## src/rtl/sdtg_pkg.sv

```systemverilog
package sdtg_pkg;

    typedef enum logic [1:0] {
        ST_EAV,
        ST_HBLANK,
        ST_SAV,
        ST_ACTIVE
    } sdtg_state_e;

    localparam logic [7:0] SYNC_LEAD  = 8'hFF;
    localparam logic [7:0] SYNC_ZERO  = 8'h00;
    localparam logic [7:0] BLANK_CHR  = 8'h80;
    localparam logic [7:0] BLANK_LUMA = 8'h10;

    // 525-line field and vertical-blank boundaries
    localparam int F0_FIRST_525 = 4;
    localparam int F0_LAST_525  = 265;
    localparam int VB1_LAST_525 = 19;
    localparam int VB2_FIRST_525 = 264;
    localparam int VB2_LAST_525  = 282;

    // 625-line field and vertical-blank boundaries
    localparam int F1_FIRST_625  = 313;
    localparam int VB1_LAST_625  = 22;
    localparam int VB2_FIRST_625 = 311;
    localparam int VB2_LAST_625  = 335;
    localparam int VB3_FIRST_625 = 624;

    function automatic logic [7:0] sdtg_status(input logic f, input logic v, input logic h);
        return {1'b1, f, v, h, v ^ h, f ^ h, f ^ v, f ^ v ^ h};
    endfunction

endpackage

```

## src/rtl/sdtg_counter.sv

```systemverilog
module sdtg_counter #(
    parameter int BYTE_W    = 11,
    parameter int LINE_W    = 10,
    parameter int LEN_525   = 1716,
    parameter int LEN_625   = 1728,
    parameter int LINES_525 = 525,
    parameter int LINES_625 = 625
) (
    input  logic              clk,
    input  logic              rst_n,
    input  logic              std_in,
    output logic              std_q,
    output logic [BYTE_W-1:0] byte_q,
    output logic [LINE_W-1:0] line_q,
    output logic              line_end,
    output logic              frame_end
);

    localparam logic [BYTE_W-1:0] LAST_B_525 = BYTE_W'(LEN_525 - 1);
    localparam logic [BYTE_W-1:0] LAST_B_625 = BYTE_W'(LEN_625 - 1);
    localparam logic [LINE_W-1:0] LAST_L_525 = LINE_W'(LINES_525);
    localparam logic [LINE_W-1:0] LAST_L_625 = LINE_W'(LINES_625);
    localparam logic [LINE_W-1:0] FIRST_LINE = LINE_W'(1);

    always_comb begin
        line_end  = (byte_q == (std_q ? LAST_B_625 : LAST_B_525));
        frame_end = line_end && (line_q == (std_q ? LAST_L_625 : LAST_L_525));
    end

    always_ff @(posedge clk) begin
        if (!rst_n) begin
            std_q  <= std_in;
            byte_q <= '0;
            line_q <= FIRST_LINE;
        end else if (line_end) begin
            byte_q <= '0;
            if (frame_end) begin
                line_q <= FIRST_LINE;
                std_q  <= std_in;
            end else begin
                line_q <= line_q + FIRST_LINE;
            end
        end else begin
            byte_q <= byte_q + BYTE_W'(1);
        end
    end

endmodule

```

## src/rtl/sdtg_field_decode.sv

```systemverilog
module sdtg_field_decode #(
    parameter int LINE_W = 10
) (
    input  logic              std_q,
    input  logic [LINE_W-1:0] line_q,
    output logic              field_f,
    output logic              vblank_v
);

    import sdtg_pkg::*;

    localparam logic [LINE_W-1:0] A_F0_FIRST = LINE_W'(F0_FIRST_525);
    localparam logic [LINE_W-1:0] A_F0_LAST  = LINE_W'(F0_LAST_525);
    localparam logic [LINE_W-1:0] A_VB1_LAST = LINE_W'(VB1_LAST_525);
    localparam logic [LINE_W-1:0] A_VB2_FST  = LINE_W'(VB2_FIRST_525);
    localparam logic [LINE_W-1:0] A_VB2_LAST = LINE_W'(VB2_LAST_525);

    localparam logic [LINE_W-1:0] B_F1_FIRST = LINE_W'(F1_FIRST_625);
    localparam logic [LINE_W-1:0] B_VB1_LAST = LINE_W'(VB1_LAST_625);
    localparam logic [LINE_W-1:0] B_VB2_FST  = LINE_W'(VB2_FIRST_625);
    localparam logic [LINE_W-1:0] B_VB2_LAST = LINE_W'(VB2_LAST_625);
    localparam logic [LINE_W-1:0] B_VB3_FST  = LINE_W'(VB3_FIRST_625);

    logic f_a, v_a, f_b, v_b;

    always_comb begin
        f_a = !((line_q >= A_F0_FIRST) && (line_q <= A_F0_LAST));
        v_a = (line_q <= A_VB1_LAST) ||
              ((line_q >= A_VB2_FST) && (line_q <= A_VB2_LAST));
        f_b = (line_q >= B_F1_FIRST);
        v_b = (line_q <= B_VB1_LAST) ||
              ((line_q >= B_VB2_FST) && (line_q <= B_VB2_LAST)) ||
              (line_q >= B_VB3_FST);
        field_f  = std_q ? f_b : f_a;
        vblank_v = std_q ? v_b : v_a;
    end

endmodule

```

## src/rtl/sdtg_fsm.sv

```systemverilog
module sdtg_fsm #(
    parameter int BYTE_W    = 11,
    parameter int CODE_LEN  = 4,
    parameter int BLANK_525 = 268,
    parameter int BLANK_625 = 280
) (
    input  logic                     clk,
    input  logic                     rst_n,
    input  logic                     std_q,
    input  logic [BYTE_W-1:0]        byte_q,
    input  logic                     line_end,
    input  logic                     field_f,
    input  logic                     vblank_v,
    input  logic [7:0]               vid_in,
    output sdtg_pkg::sdtg_state_e    state_q,
    output logic                     hsync,
    output logic [7:0]               data
);

    import sdtg_pkg::*;

    localparam logic [BYTE_W-1:0] EAV_FIRST    = '0;
    localparam logic [BYTE_W-1:0] EAV_LAST     = BYTE_W'(CODE_LEN - 1);
    localparam logic [BYTE_W-1:0] HB_LAST_525  = BYTE_W'(CODE_LEN + BLANK_525 - 1);
    localparam logic [BYTE_W-1:0] HB_LAST_625  = BYTE_W'(CODE_LEN + BLANK_625 - 1);
    localparam logic [BYTE_W-1:0] SAV_FST_525  = BYTE_W'(CODE_LEN + BLANK_525);
    localparam logic [BYTE_W-1:0] SAV_FST_625  = BYTE_W'(CODE_LEN + BLANK_625);
    localparam logic [BYTE_W-1:0] SAV_LAST_525 = BYTE_W'(2 * CODE_LEN + BLANK_525 - 1);
    localparam logic [BYTE_W-1:0] SAV_LAST_625 = BYTE_W'(2 * CODE_LEN + BLANK_625 - 1);
    localparam logic              CODE_ODD     = ((CODE_LEN % 2) == 1);

    sdtg_state_e state_d;
    logic [BYTE_W-1:0] hb_last, sav_first, sav_last;
    logic [7:0] blank_pair;

    always_comb begin
        hb_last    = std_q ? HB_LAST_625  : HB_LAST_525;
        sav_first  = std_q ? SAV_FST_625  : SAV_FST_525;
        sav_last   = std_q ? SAV_LAST_625 : SAV_LAST_525;
        blank_pair = (byte_q[0] ^ CODE_ODD) ? BLANK_LUMA : BLANK_CHR;
    end

    // next-state logic
    always_comb begin
        state_d = state_q;
        unique case (state_q)
            ST_EAV:    if (byte_q == EAV_LAST) state_d = ST_HBLANK;
            ST_HBLANK: if (byte_q == hb_last)  state_d = ST_SAV;
            ST_SAV:    if (byte_q == sav_last) state_d = ST_ACTIVE;
            ST_ACTIVE: if (line_end)           state_d = ST_EAV;
            default:                           state_d = ST_EAV;
        endcase
    end

    // state register
    always_ff @(posedge clk) begin
        if (!rst_n) state_q <= ST_EAV;
        else        state_q <= state_d;
    end

    // outputs
    always_comb begin
        hsync = 1'b1;
        data  = SYNC_ZERO;
        unique case (state_q)
            ST_EAV: begin
                if (byte_q == EAV_FIRST)     data = SYNC_LEAD;
                else if (byte_q == EAV_LAST) data = sdtg_status(field_f, vblank_v, 1'b1);
                else                         data = SYNC_ZERO;
            end
            ST_HBLANK: begin
                data = blank_pair;
            end
            ST_SAV: begin
                if (byte_q == sav_first)     data = SYNC_LEAD;
                else if (byte_q == sav_last) data = sdtg_status(field_f, vblank_v, 1'b0);
                else                         data = SYNC_ZERO;
            end
            ST_ACTIVE: begin
                hsync = 1'b0;
                data  = vblank_v ? blank_pair : vid_in;
            end
            default: begin
                data = SYNC_ZERO;
            end
        endcase
    end

endmodule

```

## src/rtl/sd_frame_timer.sv

```systemverilog
module sd_frame_timer #(
    parameter int ACTIVE_LEN = 1440,
    parameter int CODE_LEN   = 4,
    parameter int BLANK_525  = 268,
    parameter int BLANK_625  = 280,
    parameter int LINES_525  = 525,
    parameter int LINES_625  = 625,
    localparam int LEN_525   = 2 * CODE_LEN + BLANK_525 + ACTIVE_LEN,
    localparam int LEN_625   = 2 * CODE_LEN + BLANK_625 + ACTIVE_LEN,
    localparam int BYTE_W    = $clog2((LEN_625 > LEN_525) ? LEN_625 : LEN_525),
    localparam int LINE_W    = $clog2(((LINES_625 > LINES_525) ? LINES_625 : LINES_525) + 1)
) (
    input  logic              clk,
    input  logic              rst_n,
    input  logic              std_625,
    input  logic [7:0]        vid_in,
    output logic              hsync_o,
    output logic              vsync_o,
    output logic              vblank_o,
    output logic [LINE_W-1:0] line_o,
    output logic [BYTE_W-1:0] byte_o,
    output logic [7:0]        data_o
);

    sdtg_pkg::sdtg_state_e fsm_state;
    logic std_sel_q;
    logic line_end, frame_end;
    logic field_f, vblank_v;

    sdtg_counter #(
        .BYTE_W    (BYTE_W),
        .LINE_W    (LINE_W),
        .LEN_525   (LEN_525),
        .LEN_625   (LEN_625),
        .LINES_525 (LINES_525),
        .LINES_625 (LINES_625)
    ) u_cnt (
        .clk       (clk),
        .rst_n     (rst_n),
        .std_in    (std_625),
        .std_q     (std_sel_q),
        .byte_q    (byte_o),
        .line_q    (line_o),
        .line_end  (line_end),
        .frame_end (frame_end)
    );

    sdtg_field_decode #(
        .LINE_W (LINE_W)
    ) u_fld (
        .std_q    (std_sel_q),
        .line_q   (line_o),
        .field_f  (field_f),
        .vblank_v (vblank_v)
    );

    sdtg_fsm #(
        .BYTE_W    (BYTE_W),
        .CODE_LEN  (CODE_LEN),
        .BLANK_525 (BLANK_525),
        .BLANK_625 (BLANK_625)
    ) u_fsm (
        .clk      (clk),
        .rst_n    (rst_n),
        .std_q    (std_sel_q),
        .byte_q   (byte_o),
        .line_end (line_end),
        .field_f  (field_f),
        .vblank_v (vblank_v),
        .vid_in   (vid_in),
        .state_q  (fsm_state),
        .hsync    (hsync_o),
        .data     (data_o)
    );

    assign vsync_o  = field_f;
    assign vblank_o = vblank_v;

endmodule

```

## config.mk

```make
export PLATFORM = sky130hd
export DESIGN_NAME = sd_frame_timer
export DESIGN_NICKNAME = d
export VERILOG_FILES = /design/src/rtl/sdtg_pkg.sv /design/src/rtl/sdtg_counter.sv /design/src/rtl/sdtg_field_decode.sv /design/src/rtl/sdtg_fsm.sv /design/src/rtl/sd_frame_timer.sv
export SDC_FILE = /design/constraint.sdc
export NUM_CORES = 1
export LEC_CHECK = 0
export BUFFER_PORTS_ARGS = -buffer_cell sky130_fd_sc_hd__buf_2
export CAP_MARGIN = 0
export CELL_PAD_IN_SITES_DETAIL_PLACEMENT = 1
export CELL_PAD_IN_SITES_GLOBAL_PLACEMENT = 1
export CORE_MARGIN = 2
export CORE_UTILIZATION = 39
export DETAILED_ROUTE_END_ITERATION = 10
export PLACE_DENSITY = 0.88
export SLEW_MARGIN = 25
export SYNTH_ARGS = -nofsm -noshare
export SYNTH_HDL_FRONTEND = slang
export SYNTH_HIERARCHICAL = 1
export SYNTH_SLANG_ARGS = --single-unit
```

## constraint.sdc

```tcl
create_clock -name clk -period 3.4 [get_ports clk]
set_clock_uncertainty 0.15 [all_clocks]
set_input_delay 0.68 -clock clk [delete_from_list [all_inputs] [get_ports clk]]
set_output_delay 0.68 -clock clk [all_outputs]
set_load 0.05 [all_outputs]
```

==> impl_metrics.yaml, run 1 <==
clock_network:
  clock_path_buffers: 2
  clkSlewWorstSetupHoldPaths_ps: 90
  clk_latency_ps: 270
  cts_inserted_buffers: 3
  clock-sinks: 24
  htreeDepth: 1
  root_buffer: "clkbuf_8"
  cts_tree: "built"
drt:
  wl_per_cell_um: 18.40
  drt_wl_total_um: 6016
  drtAntennaViolNets: 0
  vias: 1963
  viasPerCell: 6.003
  drc: 0
  drt_iter0_drc: 70
  first_pass_iters: 4
sta:
  rsz0062_at_grt: "true"
  min_period_ps: 3390
  hold_slack_ps: 371.9
  tns_ps: 0
  slew_violations: 0
  maxSlewHeadroom: 0.6070
  finalHoldViolCount: 0
  fmax_ghz: 0.2950
  tightest_slew_ps: 586.9
  finalCritPeriodShare: 0.9970
  setup_violations: 0
setup_path:
  cp.required_ps: 2570
  r2r_cells: 7
  start_kind: "register"
  cp.arrival_ps: 2560
  crit_type: "reg -> out"
  crit_fanout: 5
  end_kind: "primary output"
final_layout:
  synthToLayoutAreaGrowth_pct: 42.47
  fin_nets: 295
  fin_util: 0.5747
  diodes: 0
  layout_common_cells: "buf_2, buf_4, nor2_1"
  drive_gt1_frac: 0.3927
  layout.cells.most_common: "buf_2"
yosys:
  yosys_warnings: 6
  syn_area_um2: 1744
  syn_area_per_cell_um2: 8.112
  postSynthCellCount: 215
  synthesis.nets: 234
global_routing:
  antenna_found_initial: 0
  grt_pass1_vias: 1943
  grt_pass1_wl_um: 9591
  gr-total-overflow: 0
  grt_max_degree: 17
  track_usage: 0.2338
pwr:
  power.leakage_uw: 0.0009872
  power.density_nw_per_um2: 429.7
  peakVddDrop_mv: 0.2140
status:
  outcome: "finished, final reports clean"
floorplan:
  die_h_um: 70.88
  start_util: 0.4034
  die_w_um: 70.88
  die-area_um2: 5023
  num_rows: 24
  ioPinCount: 43
  core_um2: 4324
placement:
  gp_congestion: 0.7668
  place.detailed.hpwl_um: 4027
  io_buffers: 42
min_path:
  hold_path.class: "reg -> reg"
  min_path_cells: 2
flow_run:
  maxCapViolations: 0
==> flip-flops by register name, summed over array words and instances, names as in the netlist <==
name           flops
u_cnt/byte_q      11
u_cnt/line_q      10
u_cnt/std_q        1
u_fsm/state_q      2
==> per-stage QoR <==
stage	total power (uW)	instances	area, um^2	setup WS (ps)
finish	1068	327	2485	10.06
global route	1127	327	2485	-116.7
CTS	1038	322	2369	-20.86
detailed placement	847.7	312	2201	90.95
global placement	832.9	312	2201	153.4
floorplan	729.4	215	1896	19.72
==> area by class of cell <==
type	instances	area, um^2
clock buffer	3	41.29
clock inverter	1	3.754
fill	528	1839
inverter	6	22.52
multi-input combinational	177	1423
sequential	24	518.0
tap	52	65.06
timing repair buffer	64	411.6
==> path summary, 6_finish.rpt <==
check                                       from                to  slack (ps)
worst min-delay path            u_fsm/state_q[1]  u_fsm/state_q[1]         370
worst max-delay path             u_cnt/line_q[1]         data_o[0]          10
worst min register to register  u_fsm/state_q[1]  u_fsm/state_q[1]         370
worst max register to register   u_cnt/byte_q[1]       u_cnt/std_q         790
==> layer usage <==
metal / vias up / part of all wire / track usage
li1: 944 / - / -
met1: 959 / 0.43 / 0.3049
met2: 50 / 0.52 / 0.4174
met3: 10 / 0.029 / 0.01994
met4: 0 / 0.014 / 0.05660
met5: - / 0 / 0
==> repair_timing <==
item                       4_1_cts  5_1_grt
setup endpoints to repair        8        8
buffers inserted                 6        5
resized for setup               15       24
hold buffers                     0        0
pin swaps                        6        6
hold endpoints to repair         0        0
==> report_power, final <==
group	leakage [uW]	switching, uW	internal, uW
Combinational	0.000762	376	209
Sequential	0.000202	13.2	289
Clock	0.0000231	98.5	81.0
==> worst max-delay path, stage by stage (launching register included) <==
cell,delay [ps]
dfxtp_4,370
o311ai_2,260
o21ai_1,110
a2111o_1,390
a211o_4,380
xnor2_4,170
o21bai_4,150
a22oi_2,90
o22ai_4,200
buf_6,180
(Power assumes the default switching activity.)
==> run 2: changes to the inputs <==
clock period = 3.33 ns   (was 3.4 ns; I/O delays follow)
==> impl_metrics.yaml, run 2 (same netlist as run 1, synthesis figures left out) <==
drt:
  viasPerCell: 6.069
  first_pass_iters: 4
  drt_wl_total_um: 6394
  drt_iter0_drc: 74
  wl_per_cell_um: 19.09
  drtAntennaViolNets: 0
  vias: 2033
  drc: 0
final_layout:
  reg.largest.list: "u_cnt/byte_q: 11 flops, u_cnt/line_q: 10 flops, u_fsm/state_q: 2 flops"
  fin_nets: 303
  layout_common_cells: "buf_2, buf_4, nor2_1"
  largest_reg_flops: 11
  synthToLayoutAreaGrowth_pct: 52.22
  drive_gt1_frac: 0.4346
  diodes: 0
  final_cell_count_no_fill: 335
  layout.cells.most_common: "buf_2"
  regMostFlops: "u_cnt/byte_q"
setup_path:
  cp.required_ps: 2510
  r2r_cells: 7
  cp.arrival_ps: 2580
  end_kind: "primary output"
  crit_slowest_cell: "a2111o_1"
  reg2reg_to: "u_cnt/std_q"
  cpMostUsedCell: "buf_6"
  crit_buf_inv: 2
  critPathTopFamily: "compound AO/OA/AOI/OAI gates"
  reg2reg_from: "u_cnt/byte_q[1]"
  start_kind: "register"
  rrSetupSlack_ps: 810
  crit_fanout: 5
  crit_type: "reg -> out"
  path_cells: "o311ai_4 > o21ai_1 > a2111o_1 > a211o_4 > xnor2_4 > buf_6 > nor2b_4 > o22ai_4 > buf_6"
  slowest_delay_ps: 420
placement:
  dp.cells: 319
  place.detailed.hpwl_um: 4146
  io_buffers: 42
  place_ws_ps: 31.04
  gp_congestion: 0.7912
pwr:
  combPwrFrac: 0.535
  p_int_uw: 655.1
  clkPwrFrac: 0.202
  peakVddDrop_mv: 0.3325
  swShare: 0.4383
  p_seq_frac: 0.263
  p_switching_uw: 511.1
  power.density_nw_per_um2: 439.2
  power.leakage_uw: 0.001078
sta:
  fmax_ghz: 0.2948
  setup_violations: 7
  finalHoldViolCount: 0
  tightest_slew_ps: 841.7
  maxSlewHeadroom: 0.4389
  finalCritPeriodShare: 1.019
  rsz0062_at_grt: "true"
  min_period_ps: 3392
  setup_ws_ps: -62.29
  slew_violations: 0
clock_network:
  clock-sinks: 24
  clkSlewWorstSetupHoldPaths_ps: 100
  cts_tree: "built"
  clock_path_buffers: 2
  root_buffer: "clkbuf_8"
  hold_buffers: 0
  clk_latency_ps: 280
  htreeDepth: 1
  cts_inserted_buffers: 3
global_routing:
  antenna_found_initial: 0
  grt_pass1_wl_um: 9963
  grt_pass1_vias: 2011
  track_usage: 0.2408
  grt_max_degree: 17
  gr-total-overflow: 0
status:
  outcome: "complete, but fails checks"
  failed_checks: "negative setup slack"
flow_run:
  maxCapViolations: 0
min_path:
  hold_end: "u_cnt/byte_q[0]"
  hold_path.class: "reg -> reg"
  worstHoldStart: "u_cnt/byte_q[0]"
  min_path_cells: 1
floorplan:
  die_h_um: 70.88
  ioPinCount: 43
  start_util: 0.4034
  num_rows: 24
  die-area_um2: 5023
  die_w_um: 70.88
  core_um2: 4324
-- run 2: what timing repair did --
| item | in CTS | in global routing |
|---|---|---|
| buffers inserted | 3 | 9 |
| resized for setup | 27 | 17 |
| setup endpoints to repair | 8 | 8 |
| pin swaps | 9 | 12 |
-- run 2: power by group through the flow --
stage / clock network (uW) / registers (uW) / logic [uW]
2_1_floorplan: 0 / 325 / 419
3_3_place_gp: 0 / 313 / 528
3_5_place_dp: 0 / 314 / 535
4_1_cts: 240 / 308 / 599
5_1_grt: 252 / 308 / 659
6_report: 236 / 306 / 624
-- run 2: final cells by class --
class / count / area [um^2]
clock buffers: 4 / 66.31
fillers: 495 / 1669
inverters: 6 / 22.52
multi-input cells: 177 / 1475
flip-flops and latches: 24 / 520.5
well taps: 52 / 65.06
repair buffers: 72 / 505.5
-- run 2: worst max path at each step --
stage,start,to,slack (ps),cells past startpoint
after global routing,u_cnt/line_q[0],data_o[1],-140,9
after global placement,u_cnt/line_q[0],data_o[0],70,9
after CTS,u_cnt/line_q[0],data_o[1],-40,9
final,u_cnt/line_q[0],data_o[1],-60,9
after detailed placement,u_cnt/line_q[0],data_o[0],30,9
after floorplan,u_cnt/line_q[7],data_o[7],-30,8
-- run 2: stage by stage --
step | power, uW | area, um^2 | TNS, ps | hold slack [ps] | util
after detailed placement | 849.6 | 2296 | 0 | 338.9 | 0.5310
after floorplan | 743.6 | 1938 | -41.88 | 320.9 | -
after global placement | 841.0 | 2296 | 0 | 320.0 | 0.5310
final | 1166 | 2655 | -262.1 | 356.3 | 0.6140
after CTS | 1146 | 2505 | -98.99 | 360.7 | 0.5793
after global routing | 1219 | 2655 | -835.6 | 378.4 | 0.6140
-- run 2: layer usage --
layer	part of all wire	up-vias	track usage
li1	-	955	-
met1	0.45	1011	0.3228
met2	0.49	57	0.4008
met3	0.036	10	0.03704
met4	0.015	0	0.07128
met5	0	-	0
==> run 3: changes to the inputs <==
CORE_UTILIZATION = 42   (was 39)
PLACE_DENSITY = 0.93   (was 0.88)
clock period = 4.3 ns   (was 3.33 ns; I/O delays follow)
==> impl_metrics.yaml, run 3 (same netlist as run 1, synthesis figures left out) <==
setup_path:
  slowest_delay_ps: 620
  crit_fanout: 15
  path_cells: "o21ai_0 > nor4b_1 > a211oi_1 > a41oi_2 > nor2_1 > a22o_1 > a21oi_1 > o21ai_1 > buf_2"
  crit_slowest_cell: "dfxtp_1"
  crit_type: "reg -> out"
  cp.arrival_ps: 2880
  cp.required_ps: 3290
  end_kind: "primary output"
  start_kind: "register"
pwr:
  power.leakage_uw: 0.0008351
  power.density_nw_per_um2: 356.5
  peakVddDrop_mv: 0.1969
  p_total_uw: 732.4
drt:
  drtAntennaViolNets: 0
  wl_per_cell_um: 16.31
  drt_wl_total_um: 4975
  drt_iter0_drc: 52
  drc: 0
  vias: 1850
  first_pass_iters: 4
  viasPerCell: 6.066
final_layout:
  synthToLayoutAreaGrowth_pct: 17.79
  final_cell_count_no_fill: 305
  largest_reg_flops: 11
  drive_gt1_frac: 0.2235
  layout_common_cells: "buf_2, dfxtp_1, nor2_1"
  stdcell_area_um2: 2054
  layout.cells.most_common: "buf_2"
  regMostFlops: "u_cnt/byte_q"
  diodes: 0
  reg.largest.list: "u_cnt/byte_q: 11 flops, u_cnt/line_q: 10 flops, u_fsm/state_q: 2 flops"
  fin_nets: 275
clock_network:
  cts_tree: "built"
  htreeDepth: 1
  clkSlewWorstSetupHoldPaths_ps: 90
  clk_latency_ps: 270
  clock_path_buffers: 2
  hold_buffers: 0
  postCtsSetupRepairBufs: 0
  cts_inserted_buffers: 3
  root_buffer: "clkbuf_8"
  clock-sinks: 24
  ctsResizeCount: 0
global_routing:
  track_usage: 0.2235
  grt_pass1_vias: 1690
  grt_pass1_wl_um: 8031
  grt_max_degree: 17
  gr-total-overflow: 0
  antenna_found_initial: 0
sta:
  rsz0062_at_grt: "false"
  setup_violations: 0
  min_period_ps: 3889
  finalCritPeriodShare: 0.9045
  tns_ps: 0
  fmax_ghz: 0.2571
  tightest_slew_ps: 622.3
  slew_violations: 0
  maxSlewHeadroom: 0.5833
  finalHoldViolCount: 0
placement:
  io_buffers: 42
  post_dp_cell_area_um2: 1999
  gp_congestion: 0.7873
  dp.cells: 301
  place.detailed.hpwl_um: 3530
floorplan:
  die_w_um: 68.44
  start_util: 0.4360
  core_um2: 4000
  die-area_um2: 4684
  ioPinCount: 43
  die_h_um: 68.44
  num_rows: 23
flow_run:
  maxCapViolations: 0
min_path:
  hold_path.class: "reg -> reg"
status:
  outcome: "finished, final reports clean"
run 3: cell count changes in the layout (fill, tap and decap cells not counted), moves of 3 or more:
cell,before,now
o22ai_4,6,0
buf_6,10,0
buf_4,27,2
dfxtp_4,7,0
dfxtp_2,3,0
o22ai_1,1,5
a22oi_2,5,0
a22oi_1,2,7
dfxtp_1,13,23
nor2_1,19,22
buf_2,34,42
run 3: final timing paths:
| path | from | end | slack, ps | cells past startpoint |
|---|---|---|---|---|
| worst max register to register | u_cnt/byte_q[0] | u_cnt/std_q | 1610 | 6 |
| worst max-delay path | u_cnt/line_q[4] | data_o[4] | 410 | 9 |
| worst min register to register | u_fsm/state_q[0] | u_fsm/state_q[0] | 360 | 2 |
| worst min-delay path | u_fsm/state_q[0] | u_fsm/state_q[0] | 360 | 2 |
run 3: critical path: cells and delay by family (launching register included):
kind / cells / cell delay, ps
compound gates: 6 / 1050
buf+inv: 1 / 280
flops: 1 / 620
simple gates: 2 / 660
run 3: layer usage:
| layer | global-route usage | vias to the layer above | wire (um) |
|---|---|---|---|
| met5 | 0 | - | 0 |
| met4 | 0.06000 | 0 | 51 |
| met3 | 0.01974 | 5 | 222 |
| met2 | 0.3918 | 46 | 2397 |
| met1 | 0.2904 | 900 | 2303 |
| li1 | - | 899 | - |
run 3: final cells by class:
cell class              count  area (um^2)
inverters                   6        22.52
flip-flops and latches     24        490.5
clock buffers               4        55.05
repair buffers             44        225.2
multi-input cells         177         1199
fillers                   500         1946
well taps                  50        62.56
run 3: stage by stage:
step	hold slack (ps)	util	worst slack [ps]
after global routing	386.6	0.5136	150.7
final	358.0	0.5136	410.5
after floorplan	320.9	-	73.07
after detailed placement	353.9	0.4998	774.0
after global placement	341.7	0.4998	794.4
after CTS	368.8	0.5136	458.5
run 3: power breakdown:
part | internal, uW | switching (uW) | leakage (uW)
Sequential | 233 | 16.0 | 0.000196
Clock | 81.9 | 76.5 | 0.0000288
Combinational | 94.6 | 231 | 0.000611
